<file path="config.mk">
export PLATFORM = sky130hd
export DESIGN_NAME = raster_timing_gen
export DESIGN_NICKNAME = d
export VERILOG_FILES = /design/src/rtl/rvt_pkg.sv /design/src/rtl/rvt_shadow.sv /design/src/rtl/rvt_raster_cnt.sv /design/src/rtl/rvt_sync_decode.sv /design/src/rtl/raster_timing_gen.sv
export SDC_FILE = /design/constraint.sdc
export NUM_CORES = 1
export LEC_CHECK = 0
export CAP_MARGIN = 20
export CORE_MARGIN = 10
export CORE_UTILIZATION = 40
export DETAILED_ROUTE_END_ITERATION = 8
export MAX_ROUTING_LAYER = met4
export PLACE_DENSITY = 0.62
export SLEW_MARGIN = 20
export SYNTH_ARGS = -nofsm -noshare
export SYNTH_HDL_FRONTEND = slang
export SYNTH_SLANG_ARGS = --single-unit
</file>
<file path="constraint.sdc">
create_clock -name clk -period 5.8 [get_ports clk]
set_input_delay 1.16 -clock clk [delete_from_list [all_inputs] [get_ports clk]]
set_output_delay 1.16 -clock clk [all_outputs]
set_load 0.05 [all_outputs]
</file>
<file path="src/rtl/rvt_pkg.sv">
package rvt_pkg;
   typedef enum int unsigned {
      CSYNC_OR  = 0,
      CSYNC_XOR = 1
   } csync_kind_e;
endpackage

</file>
<file path="src/rtl/rvt_shadow.sv">
module rvt_shadow #(
   parameter int HW = 12,
   parameter int VW = 11
) (
   input  logic          clk,
   input  logic          rst_n,
   input  logic          load,
   input  logic          sel_odd,
   input  logic [HW-1:0] h_act_i,
   input  logic [HW-1:0] h_tot_i,
   input  logic [HW-1:0] hs_s_i,
   input  logic [HW-1:0] hs_e_i,
   input  logic [VW-1:0] v_act_i,
   input  logic [VW-1:0] ev_tot_i,
   input  logic [VW-1:0] ev_gap_i,
   input  logic [HW-1:0] ev_hp_i,
   input  logic [VW-1:0] od_tot_i,
   input  logic [VW-1:0] od_gap_i,
   input  logic [HW-1:0] od_hp_i,
   input  logic [VW-1:0] vs_len_i,
   input  logic          inv_hs_i,
   input  logic          inv_vs_i,
   input  logic          inv_cs_i,
   output logic [HW-1:0] h_act_q,
   output logic [HW-1:0] h_tot_q,
   output logic [HW-1:0] hs_s_q,
   output logic [HW-1:0] hs_e_q,
   output logic [VW-1:0] v_act_q,
   output logic [VW-1:0] v_tot_q,
   output logic [VW-1:0] vs_s_q,
   output logic [VW-1:0] vs_e_q,
   output logic [HW-1:0] vs_hp_q,
   output logic          inv_hs_q,
   output logic          inv_vs_q,
   output logic          inv_cs_q
);
   logic [VW-1:0] sel_tot, sel_gap, sel_vs_s;
   logic [HW-1:0] sel_hp;

   always_comb begin
      sel_tot  = sel_odd ? od_tot_i : ev_tot_i;
      sel_gap  = sel_odd ? od_gap_i : ev_gap_i;
      sel_hp   = sel_odd ? od_hp_i  : ev_hp_i;
      sel_vs_s = v_act_i + sel_gap;
   end

   always_ff @(posedge clk) begin
      if (!rst_n) begin
         h_act_q  <= '0;
         h_tot_q  <= '0;
         hs_s_q   <= '0;
         hs_e_q   <= '0;
         v_act_q  <= '0;
         v_tot_q  <= '0;
         vs_s_q   <= '0;
         vs_e_q   <= '0;
         vs_hp_q  <= '0;
         inv_hs_q <= 1'b0;
         inv_vs_q <= 1'b0;
         inv_cs_q <= 1'b0;
      end else if (load) begin
         h_act_q  <= h_act_i;
         h_tot_q  <= h_tot_i;
         hs_s_q   <= hs_s_i;
         hs_e_q   <= hs_e_i;
         v_act_q  <= v_act_i;
         v_tot_q  <= sel_tot;
         vs_s_q   <= sel_vs_s;
         vs_e_q   <= sel_vs_s + vs_len_i;
         vs_hp_q  <= sel_hp;
         inv_hs_q <= inv_hs_i;
         inv_vs_q <= inv_vs_i;
         inv_cs_q <= inv_cs_i;
      end
   end
endmodule

</file>
<file path="src/rtl/rvt_raster_cnt.sv">
module rvt_raster_cnt #(
   parameter int HW = 12,
   parameter int VW = 11
) (
   input  logic          clk,
   input  logic          rst_n,
   input  logic          run,
   input  logic [HW-1:0] h_tot,
   input  logic [VW-1:0] v_tot,
   output logic [HW-1:0] h_q,
   output logic [VW-1:0] v_q,
   output logic          eof
);
   logic [HW-1:0] h_last;
   logic [VW-1:0] v_last;
   logic          eol;

   always_comb begin
      h_last = h_tot - 1'b1;
      v_last = v_tot - 1'b1;
      eol    = (h_q == h_last);
      eof    = run && eol && (v_q == v_last);
   end

   always_ff @(posedge clk) begin
      if (!rst_n) begin
         h_q <= '0;
         v_q <= '0;
      end else if (run) begin
         if (eol) begin
            h_q <= '0;
            v_q <= (v_q == v_last) ? '0 : v_q + 1'b1;
         end else begin
            h_q <= h_q + 1'b1;
         end
      end
   end
endmodule

</file>
<file path="src/rtl/rvt_sync_decode.sv">
module rvt_sync_decode
   import rvt_pkg::*;
#(
   parameter int          HW         = 12,
   parameter int          VW         = 11,
   parameter csync_kind_e CSYNC_KIND = CSYNC_OR
) (
   input  logic [HW-1:0] h,
   input  logic [VW-1:0] v,
   input  logic [HW-1:0] h_act,
   input  logic [HW-1:0] hs_s,
   input  logic [HW-1:0] hs_e,
   input  logic [VW-1:0] v_act,
   input  logic [VW-1:0] vs_s,
   input  logic [VW-1:0] vs_e,
   input  logic [HW-1:0] vs_hp,
   input  logic          inv_hs,
   input  logic          inv_vs,
   input  logic          inv_cs,
   output logic          de,
   output logic          hs,
   output logic          vs,
   output logic          cs,
   output logic          vs_start,
   output logic          vs_raw
);
   logic hs_raw, cs_raw, past_start, before_end;

   always_comb begin
      de         = (h < h_act) && (v < v_act);
      hs_raw     = (h >= hs_s) && (h < hs_e);
      past_start = (v > vs_s) || ((v == vs_s) && (h >= vs_hp));
      before_end = (v < vs_e) || ((v == vs_e) && (h < vs_hp));
      vs_raw     = past_start && before_end;
      vs_start   = (v == vs_s) && (h == vs_hp) && (vs_e != vs_s);
   end

   generate
      if (CSYNC_KIND == CSYNC_XOR) begin : g_cs_xor
         assign cs_raw = hs_raw ^ vs_raw;
      end else begin : g_cs_or
         assign cs_raw = hs_raw | vs_raw;
      end
   endgenerate

   assign hs = hs_raw ^ inv_hs;
   assign vs = vs_raw ^ inv_vs;
   assign cs = cs_raw ^ inv_cs;
endmodule

</file>
<file path="src/rtl/raster_timing_gen.sv">
module raster_timing_gen
   import rvt_pkg::*;
#(
   parameter int          HW         = 12,
   parameter int          VW         = 11,
   parameter csync_kind_e CSYNC_KIND = CSYNC_OR
) (
   input  logic          clk,
   input  logic          rst_n,
   input  logic          cfg_interlace,
   input  logic [HW-1:0] cfg_h_active,
   input  logic [HW-1:0] cfg_h_total,
   input  logic [HW-1:0] cfg_hs_start,
   input  logic [HW-1:0] cfg_hs_end,
   input  logic [VW-1:0] cfg_v_active,
   input  logic [VW-1:0] cfg_even_lines,
   input  logic [VW-1:0] cfg_even_gap,
   input  logic [HW-1:0] cfg_even_vs_hpos,
   input  logic [VW-1:0] cfg_odd_lines,
   input  logic [VW-1:0] cfg_odd_gap,
   input  logic [HW-1:0] cfg_odd_vs_hpos,
   input  logic [VW-1:0] cfg_vs_lines,
   input  logic          cfg_inv_hsync,
   input  logic          cfg_inv_vsync,
   input  logic          cfg_inv_csync,
   output logic [HW-1:0] h_pos,
   output logic [VW-1:0] v_pos,
   output logic          de,
   output logic          hsync,
   output logic          vsync,
   output logic          csync,
   output logic          field,
   output logic          vsync_evt
);
   localparam int MIN_W = 4;

   generate
      if (HW < MIN_W) begin : g_bad_hw
         $error("raster_timing_gen: HW below minimum");
      end
      if (VW < MIN_W) begin : g_bad_vw
         $error("raster_timing_gen: VW below minimum");
      end
   endgenerate

   logic          primed, eof_w, load_w, field_next;
   logic [HW-1:0] h_act_q, h_tot_q, hs_s_q, hs_e_q, vs_hp_q;
   logic [VW-1:0] v_act_q, v_tot_q, vs_s_q, vs_e_q;
   logic          inv_hs_q, inv_vs_q, inv_cs_q, vs_raw_w;

   always_comb begin
      load_w     = !primed || eof_w;
      field_next = !primed ? 1'b1 : (cfg_interlace ? ~field : 1'b1);
   end

   always_ff @(posedge clk) begin
      if (!rst_n) begin
         primed <= 1'b0;
         field  <= 1'b1;
      end else begin
         primed <= 1'b1;
         if (load_w) field <= field_next;
      end
   end

   rvt_shadow #(.HW(HW), .VW(VW)) shadow_i (
      .clk(clk), .rst_n(rst_n), .load(load_w), .sel_odd(~field_next),
      .h_act_i(cfg_h_active), .h_tot_i(cfg_h_total),
      .hs_s_i(cfg_hs_start), .hs_e_i(cfg_hs_end), .v_act_i(cfg_v_active),
      .ev_tot_i(cfg_even_lines), .ev_gap_i(cfg_even_gap), .ev_hp_i(cfg_even_vs_hpos),
      .od_tot_i(cfg_odd_lines), .od_gap_i(cfg_odd_gap), .od_hp_i(cfg_odd_vs_hpos),
      .vs_len_i(cfg_vs_lines),
      .inv_hs_i(cfg_inv_hsync), .inv_vs_i(cfg_inv_vsync), .inv_cs_i(cfg_inv_csync),
      .h_act_q(h_act_q), .h_tot_q(h_tot_q), .hs_s_q(hs_s_q), .hs_e_q(hs_e_q),
      .v_act_q(v_act_q), .v_tot_q(v_tot_q), .vs_s_q(vs_s_q), .vs_e_q(vs_e_q),
      .vs_hp_q(vs_hp_q), .inv_hs_q(inv_hs_q), .inv_vs_q(inv_vs_q), .inv_cs_q(inv_cs_q)
   );

   rvt_raster_cnt #(.HW(HW), .VW(VW)) cnt_i (
      .clk(clk), .rst_n(rst_n), .run(primed),
      .h_tot(h_tot_q), .v_tot(v_tot_q),
      .h_q(h_pos), .v_q(v_pos), .eof(eof_w)
   );

   rvt_sync_decode #(.HW(HW), .VW(VW), .CSYNC_KIND(CSYNC_KIND)) dec_i (
      .h(h_pos), .v(v_pos), .h_act(h_act_q), .hs_s(hs_s_q), .hs_e(hs_e_q),
      .v_act(v_act_q), .vs_s(vs_s_q), .vs_e(vs_e_q), .vs_hp(vs_hp_q),
      .inv_hs(inv_hs_q), .inv_vs(inv_vs_q), .inv_cs(inv_cs_q),
      .de(de), .hs(hsync), .vs(vsync), .cs(csync),
      .vs_start(vsync_evt), .vs_raw(vs_raw_w)
   );
endmodule

</file>
==> reports/results.md, run 1 <==
### Run status
- **status** completed

### Setup path
- **arrival time reported for the critical path endpoint** 4.21 ns
- **master of the slowest instance on the critical path** sky130_fd_sc_hd__clkdlybuf4s50_1
- **Register-to-Register Path Depth** 16
- **startpoint-to-endpoint class of the critical path** register to output pin
- **Critical Path Source Type** register
- **critical path cell sequence** ha_1 > nand3_1 > a21oi_1 > a2111oi_0 > buf_4 > a31oi_1 > a311oi_1 > nor2_1 > xnor2_1 > clkdlybuf4s50_1
- **Critical Path Start** cnt_i.h_q[6]
- **Reg-to-Reg Start** primed
- **capture instance of the worst register-to-register path** shadow_i.vs_e_q[10]
- **reg-to-reg slack, setup** 1.46 ns
- **required time worst endpoint** 4.64 ns
- **biggest fanout along the worst timing path** 10
- **maximum cell stage delay along the critical path** 0.82 ns
- **Crit. End Element** output pin
- **Worst setup endpoint** csync

### Placed design
- **number of I/O port buffers** 172
- **RD Place Congestion** 0.844
- **placed instance count** 1,509
- **detailed-placement wirelength estimate** 19.2 mm

### GRT
- **Total GRT Usage** 17.8%
- **number of global-route vias before repair** 7,844
- **grt ovf** 0
- **GR Util met1** 23.6%
- **first-pass GRT wire length** 40.7 mm
- **routing layer with the top usage in global route** met2
- **pin count of the biggest net entering global routing** 147
- **met3 Usage GRT** 3.54%
- **met2 Track Usage GR** 26.7%
- **antenna violations before repair** 1

### Floorplanning
- **starting utilization of the core area** 40.7%
- **die area** 28,700 µm²
- **top-level I/O count** 173
- **area of the core** 21,900 µm²
- **die width** 169 µm
- **die height** 169 µm
- **total number of placement rows** 54

### Worst hold path
- **Worst Min Path Start** shadow_i.v_act_q[8]
- **worst min-delay path category** register to register

### Timing
- **number of pins exceeding their max-slew limit in the final report** 0
- **Hold Worst Slack** 0.445 ns
- **unrepaired setup endpoints after global routing** no
- **Final Hold Viols** 0
- **number of endpoints failing setup at the final stage** 0
- **sum of negative setup slack** 0 ns
- **maximum clock skew at final layout** 0.0108 ns
- **fin crit period** 5.37 ns
- **FMAX** 186 MHz
- **final worst path period share** 92.6%
- **slew at the pin closest to its max-slew limit** 1.02 ns
- **Max-slew headroom** 31.8%

### Synthesis
- **average footprint of a synthesized cell** 8.13 µm²
- **most frequent cell after synthesis** sky130_fd_sc_hd__dfxtp_1
- **Cell Area, Synth** 8920 µm²
- **sequential element share of the synthesized area** 29.6%
- **warning count from the yosys run** 0
- **instance count of the mapped netlist** 1,097
- **count of different cell masters after synthesis** 61
- **leading cell types by count after synthesis** 132 x sky130_fd_sc_hd__dfxtp_1, 127 x sky130_fd_sc_hd__nand2_1, 106 x sky130_fd_sc_hd__nand3_1
- **ys flop type** sky130_fd_sc_hd__dfxtp_1
- **number of synthesized register bits** 132
- **Synth Net Count** 1,345
- **dominant cells by area after synthesis** sky130_fd_sc_hd__dfxtp_1 30%, sky130_fd_sc_hd__ha_1 14%, sky130_fd_sc_hd__nand3_1 5.9%
- **proportion of register bits with asynchronous set or reset after synthesis** 0%
- **post-synthesis cell type with the largest combined area** sky130_fd_sc_hd__dfxtp_1
- **count of flip-flops with a built-in enable after synthesis** 0
- **area share of the leading cell type in the synthesized netlist** 29.6%

### Final layout
- **Sequential cell area** 2640 µm²
- **Layout fillers** 2,136
- **share of cells above drive strength 1** 5.64%
- **net total in the final layout** 1,496
- **Post-Route Utilization** 52.2%
- **final non-filler cell total** 1,540
- **area occupied by multi-input gates** 5650 µm²
- **signed area change from the synthesized netlist to the final layout** 28.0%

### Power
- **peak ir drop on the vdd network** 0.000185 V
- **Leakage Power** 0.00485 µW
- **total power density per cell area** 249 nW/µm²
- **fraction of power consumed by the clock network** 37.0%
- **reported net switching power** 853 µW
- **proportion of total power due to net switching** 30.0%
- **Comb power frac** 26.7%
- **Int Pwr** 1990 µW
- **register share of total power** 36.4%

### Detailed routing
- **Detail Route Antenna Nets** 0
- **DR pass1 iterations** 5
- **final wirelength** 25.1 mm
- **number of DRC violations after detailed routing** 0
- **WL per Instance** 16.3 µm
- **via total after detailed routing** 8,059
- **Starting DRT DRC Count** 432
- **average via count per standard cell** 5.23

### Clock network
- **clock tree from TritonCTS** yes
- **maximum count of clock buffers along a single path** 2
- **number of buffers inserted to repair setup after CTS** 0
- **Max H-tree Level** 4
- **clock latency on the worst-skew pair** 0.42 ns
- **TritonCTS sink count** 132
- **clock transition time at the flip-flop clock pins of the worst setup and hold paths** 0.06 ns
- **CTS Root Cell** sky130_fd_sc_hd__clkbuf_16
- **hold bufs inserted after CTS** 0
- **number of buffers inserted during clock tree synthesis** 17
- **cts repair resizes** 0

### Job
- **max-capacitance violation count** 0

cell families after synthesis:
family                     Yosys count  share of synthesized area (%)
xor gates and xnor gates            85                           8.35
adders and majority gates          104                           14.8
muxes                               37                           4.29
DFF                                132                           29.6
buffers and inverters              147                           7.07
AOI/OAI and AO/OA                  219                           16.0
and+or+nand+nor                    373                           19.9
metrics by stage:
step | power [µW] | worst slack, ns | cell area, µm²
3_3_place_gp | 1800 | 0.554 | 10900
2_1_floorplan | 1570 | 0.772 | 8920
6_report | 2840 | 0.432 | 11400
4_1_cts | 2870 | 0.349 | 11400
3_5_place_dp | 1810 | 0.441 | 10900
5_1_grt | 3000 | 0.218 | 11400
worst min-delay path by stage:
stage | to | cells after the start
finish | shadow_i.v_act_q[8] | 2
global route | shadow_i.hs_e_q[3] | 2
CTS | shadow_i.v_act_q[10] | 2
detailed placement | shadow_i.v_act_q[8] | 2
global placement | shadow_i.v_act_q[10] | 2
floorplan | shadow_i.h_act_q[10] | 2
routing by layer:
layer | wire length, µm | vias to the layer above
met2 | 10900 | 200
met5 | 0 | -
met4 | 434 | 0
met1 | 12600 | 3677
met3 | 1230 | 28
li1 | - | 4154
layout make-up:
type	count	area share (%)
antenna	1	0.0219
clock buffer	20	4.00
clock inverter	10	0.953
inverter	88	2.89
multi-input combinational	818	49.5
sequential	132	23.1
tap	280	3.07
timing repair buffer	191	16.4
cells in the final DEF, fill, tap and decap left out, types with 10 or more instances in the layout:
cell,synthesis,layout
sky130_fd_sc_hd__a21oi_1,32,32
sky130_fd_sc_hd__nand4_1,19,19
sky130_fd_sc_hd__dfxtp_1,132,132
sky130_fd_sc_hd__o21ai_1,44,44
sky130_fd_sc_hd__xnor2_1,59,59
sky130_fd_sc_hd__buf_4,1,18
sky130_fd_sc_hd__nor3_1,17,17
sky130_fd_sc_hd__xor2_1,26,26
sky130_fd_sc_hd__clkdlybuf4s50_1,0,171
sky130_fd_sc_hd__nor2_1,54,54
sky130_fd_sc_hd__inv_1,88,88
sky130_fd_sc_hd__o211a_1,24,24
sky130_fd_sc_hd__clkbuf_16,0,17
sky130_fd_sc_hd__o21ai_0,56,56
sky130_fd_sc_hd__ha_1,102,102
sky130_fd_sc_hd__mux2i_1,27,27
sky130_fd_sc_hd__a21o_1,17,17
sky130_fd_sc_hd__nand2_1,127,127
sky130_fd_sc_hd__mux2_2,10,10
sky130_fd_sc_hd__nand3_1,106,105
flip-flops by register name, summed over array words and instances, names as in the netlist:
signal	cells
shadow_i.v_tot_q	11
cnt_i.v_q	11
shadow_i.h_act_q	12
shadow_i.hs_e_q	12
shadow_i.hs_s_q	12
shadow_i.vs_e_q	11
shadow_i.h_tot_q	12
shadow_i.inv_vs_q	1
cnt_i.h_q	12
shadow_i.vs_s_q	11
shadow_i.inv_hs_q	1
shadow_i.v_act_q	11
field	1
shadow_i.vs_hp_q	12
shadow_i.inv_cs_q	1
primed	1
critical path: cells and delay by family (launching register included):
kind                     cells  cell delay [ns]
adder cells (fa/ha/maj)      1             0.34
buffers and inverters        2             1.05
AND/OR/NAND/NOR              2             0.19
flip-flops                   1             0.68
XOR/XNOR                     1             0.16
AO/OA/AOI/OAI                4             1.36
power groups by stage:
stage          registers (µW)  logic (µW)  clock network [µW]
2_1_floorplan            1040         530                   0
3_3_place_gp             1050         747                   0
3_5_place_dp             1050         757                   0
4_1_cts                  1030         762                1070
5_1_grt                  1040         849                1110
6_report                 1030         758                1050
Power figures use the tool's default switching activity.
==> run 2: changes to the inputs <==
--- a/config.mk
+++ b/config.mk
@@ -9,6 +9,7 @@
 export CORE_MARGIN = 10
 export CORE_UTILIZATION = 40
 export DETAILED_ROUTE_END_ITERATION = 8
+export GPL_ROUTABILITY_DRIVEN = 0
 export MAX_ROUTING_LAYER = met4
 export PLACE_DENSITY = 0.62
 export SLEW_MARGIN = 20
==> constraint.sdc (replaced) <==
create_clock -name clk -period 5.1 [get_ports clk]
set_input_delay 1.02 -clock clk [delete_from_list [all_inputs] [get_ports clk]]
set_output_delay 1.02 -clock clk [all_outputs]
set_load 0.05 [all_outputs]
==> run 2 against run 1 <==
  * Global-route usage about the same
  * Register-to-register slack got worse by 0.35 ns
  * Combinational power grew 18%
  * Die area stayed put
  * Clock skew decreased by 0.0048 ns
  * Sequential power up 15%
  * Via count fell by 1.2%
  * Largest cell class unchanged
  * Largest power group unchanged
==> reports/results.md, run 2 (same netlist as run 1, synthesis figures left out) <==
### Run status
- **status** completed

### Timing
- **final worst path period share** 92.6%
- **Hold Worst Slack** 0.446 ns, +0.000452 ns
- **maximum clock skew at final layout** 0.00605 ns, -0.00479 ns
- **FMAX** 212 MHz
- **slew at the pin closest to its max-slew limit** 1.05 ns, +0.0222 ns
- **number of pins exceeding their max-slew limit in the final report** 0, unchanged
- **Max-slew headroom** 30.3%, -1.5 points
- **unrepaired setup endpoints after global routing** no
- **fin crit period** 4.72 ns
- **number of endpoints failing setup at the final stage** 0, unchanged
- **Final Hold Viols** 0, unchanged

### Setup path
- **Critical Path Source Type** register
- **Reg-to-Reg Start** field
- **biggest fanout along the worst timing path** 10, unchanged
- **Register-to-Register Path Depth** 16, unchanged
- **Crit. End Element** output pin
- **arrival time reported for the critical path endpoint** 3.70 ns, -0.51 ns
- **capture instance of the worst register-to-register path** shadow_i.vs_e_q[10]
- **startpoint-to-endpoint class of the critical path** register to output pin
- **required time worst endpoint** 4.08 ns, -0.56 ns
- **reg-to-reg slack, setup** 1.11 ns, -0.35 ns

### Floorplanning
- **top-level I/O count** 173, unchanged
- **starting utilization of the core area** 40.7%, unchanged
- **die width** 169 µm, unchanged
- **total number of placement rows** 54, unchanged
- **area of the core** 21,900 µm², unchanged
- **die area** 28,700 µm², unchanged
- **die height** 169 µm, unchanged

### Detailed routing
- **Starting DRT DRC Count** 442, +2.3%
- **final wirelength** 25.0 mm, -0.52%
- **WL per Instance** 16.2 µm, -0.71%
- **Detail Route Antenna Nets** 0, unchanged
- **number of DRC violations after detailed routing** 0, unchanged
- **via total after detailed routing** 7,962, -1.2%
- **average via count per standard cell** 5.16, -1.4%
- **DR pass1 iterations** 5, unchanged

### Clock network
- **cts repair resizes** 0, unchanged
- **clock tree from TritonCTS** yes
- **number of buffers inserted during clock tree synthesis** 17, unchanged
- **TritonCTS sink count** 132, unchanged
- **Max H-tree Level** 4, unchanged
- **hold bufs inserted after CTS** 0, unchanged
- **number of buffers inserted to repair setup after CTS** 0, unchanged
- **maximum count of clock buffers along a single path** 2, unchanged
- **clock latency on the worst-skew pair** 0.42 ns, about the same
- **clock transition time at the flip-flop clock pins of the worst setup and hold paths** 0.06 ns, about the same
- **CTS Root Cell** sky130_fd_sc_hd__clkbuf_16

### Power
- **Leakage Power** 0.00488 µW, +0.48%
- **peak ir drop on the vdd network** 0.000225 V, +22%
- **total power density per cell area** 287 nW/µm², +15%

### Final layout
- **Post-Route Utilization** 52.5%, +0.32 points
- **share of cells above drive strength 1** 5.94%, +0.30 points
- **signed area change from the synthesized netlist to the final layout** 28.8%
- **most frequent standard cell in the layout excluding fill and tap cells** sky130_fd_sc_hd__clkdlybuf4s50_1
- **net total in the final layout** 1,498, +0.13%
- **most used cells in the layout excluding fill and tap cells** 169 x sky130_fd_sc_hd__clkdlybuf4s50_1, 132 x sky130_fd_sc_hd__dfxtp_1, 127 x sky130_fd_sc_hd__nand2_1, 105 x sky130_fd_sc_hd__nand3_1, 102 x sky130_fd_sc_hd__ha_1

### GRT
- **number of global-route vias before repair** 8,013, +2.2%
- **first-pass GRT wire length** 41.0 mm, +0.78%
- **Total GRT Usage** 17.8%, about the same
- **antenna violations before repair** 1, unchanged
- **pin count of the biggest net entering global routing** 142, -3.4%
- **grt ovf** 0, unchanged

### Job
- **max-capacitance violation count** 0, unchanged

### Placed design
- **detailed-placement wirelength estimate** 19.2 mm, -0.14%
- **number of I/O port buffers** 172, unchanged

### Worst hold path
- **Worst Min Path Start** shadow_i.v_act_q[10]
- **endpoint with the worst hold slack** shadow_i.v_act_q[10]
- **count of cells along the worst hold path** 2, unchanged
- **worst min-delay path category** register to register

==> run 2: cell types whose count changed in the layout (fill, tap and decap cells not counted), sizes merged <==
cell,delta
buf,+4
clkinv,-4
clkbuf,+3
clkdlybuf4s50,-2
clkinvlp,+2
==> run 2: metal layers <==
metal	up-vias	GRT usage [%]	part of all wire, %
met3	26	3.29	4.5
met4	0	5.63	1.8
li1	4138	-	-
met2	194	26.7	43
met5	-	-	0
met1	3604	23.8	50
==> run 2: worst max-delay path, cell delays in order, from the launching register on <==
cell and delay (ns):
sky130_fd_sc_hd__dfxtp_1 0.65, sky130_fd_sc_hd__ha_1 0.34, sky130_fd_sc_hd__a21o_1 0.17, sky130_fd_sc_hd__nand3_1 0.08
sky130_fd_sc_hd__a21oi_1 0.07, sky130_fd_sc_hd__a2111oi_0 0.53, sky130_fd_sc_hd__buf_4 0.24, sky130_fd_sc_hd__a31oi_1 0.08
sky130_fd_sc_hd__a311oi_1 0.57, sky130_fd_sc_hd__nor2_1 0.11, sky130_fd_sc_hd__xnor2_1 0.26, sky130_fd_sc_hd__buf_12 0.18
==> run 2: layout make-up <==
type,count,area (µm²)
multi-input cells,818,5650
well taps,280,350
diodes,1,2.50
clock inverters,8,100
repair buffers,193,1930
clock buffers,23,488
flip-flops and latches,132,2640
inverters,88,330
fillers,2147,10400
==> run 2: report_power, final <==
group | total [µW] | internal [µW] | switching [µW] | leakage [µW]
Sequential | 1180 | 1110 | 71.4 | 0.00109
Combinational | 895 | 447 | 448 | 0.00351
Clock | 1220 | 766 | 453 | 0.000277
Total | 3290 | 2320 | 972 | 0.00488
==> run 2: worst max-delay path by stage <==
| stage | startpoint | endpoint | slack (ns) | depth (start not counted) |
|---|---|---|---|---|
| 2_1_floorplan | cfg_interlace | shadow_i.vs_e_q[10] | 0.21 | 16 |
| 3_3_place_gp | cfg_interlace | shadow_i.vs_e_q[10] | 0.04 | 17 |
| 3_5_place_dp | cfg_interlace | shadow_i.vs_e_q[10] | -0.003 | 17 |
| 6_report | cnt_i.h_q[5] | csync | 0.38 | 11 |
| 4_1_cts | cnt_i.h_q[7] | csync | 0.39 | 10 |
| 5_1_grt | cnt_i.h_q[7] | csync | 0.15 | 10 |
==> run 2: per-stage QoR <==
stage	cells	power (µW)	cell area, µm²	setup TNS, ns	setup slack, ns
global route	1543	3470	11500	0	0.146
finish	1543	3290	11500	0	0.379
global placement	1511	2080	10900	0	0.0369
CTS	1542	3320	11500	0	0.386
floorplan	1097	1780	8920	0	0.212
detailed placement	1511	2090	10900	-0.00305	-0.00305
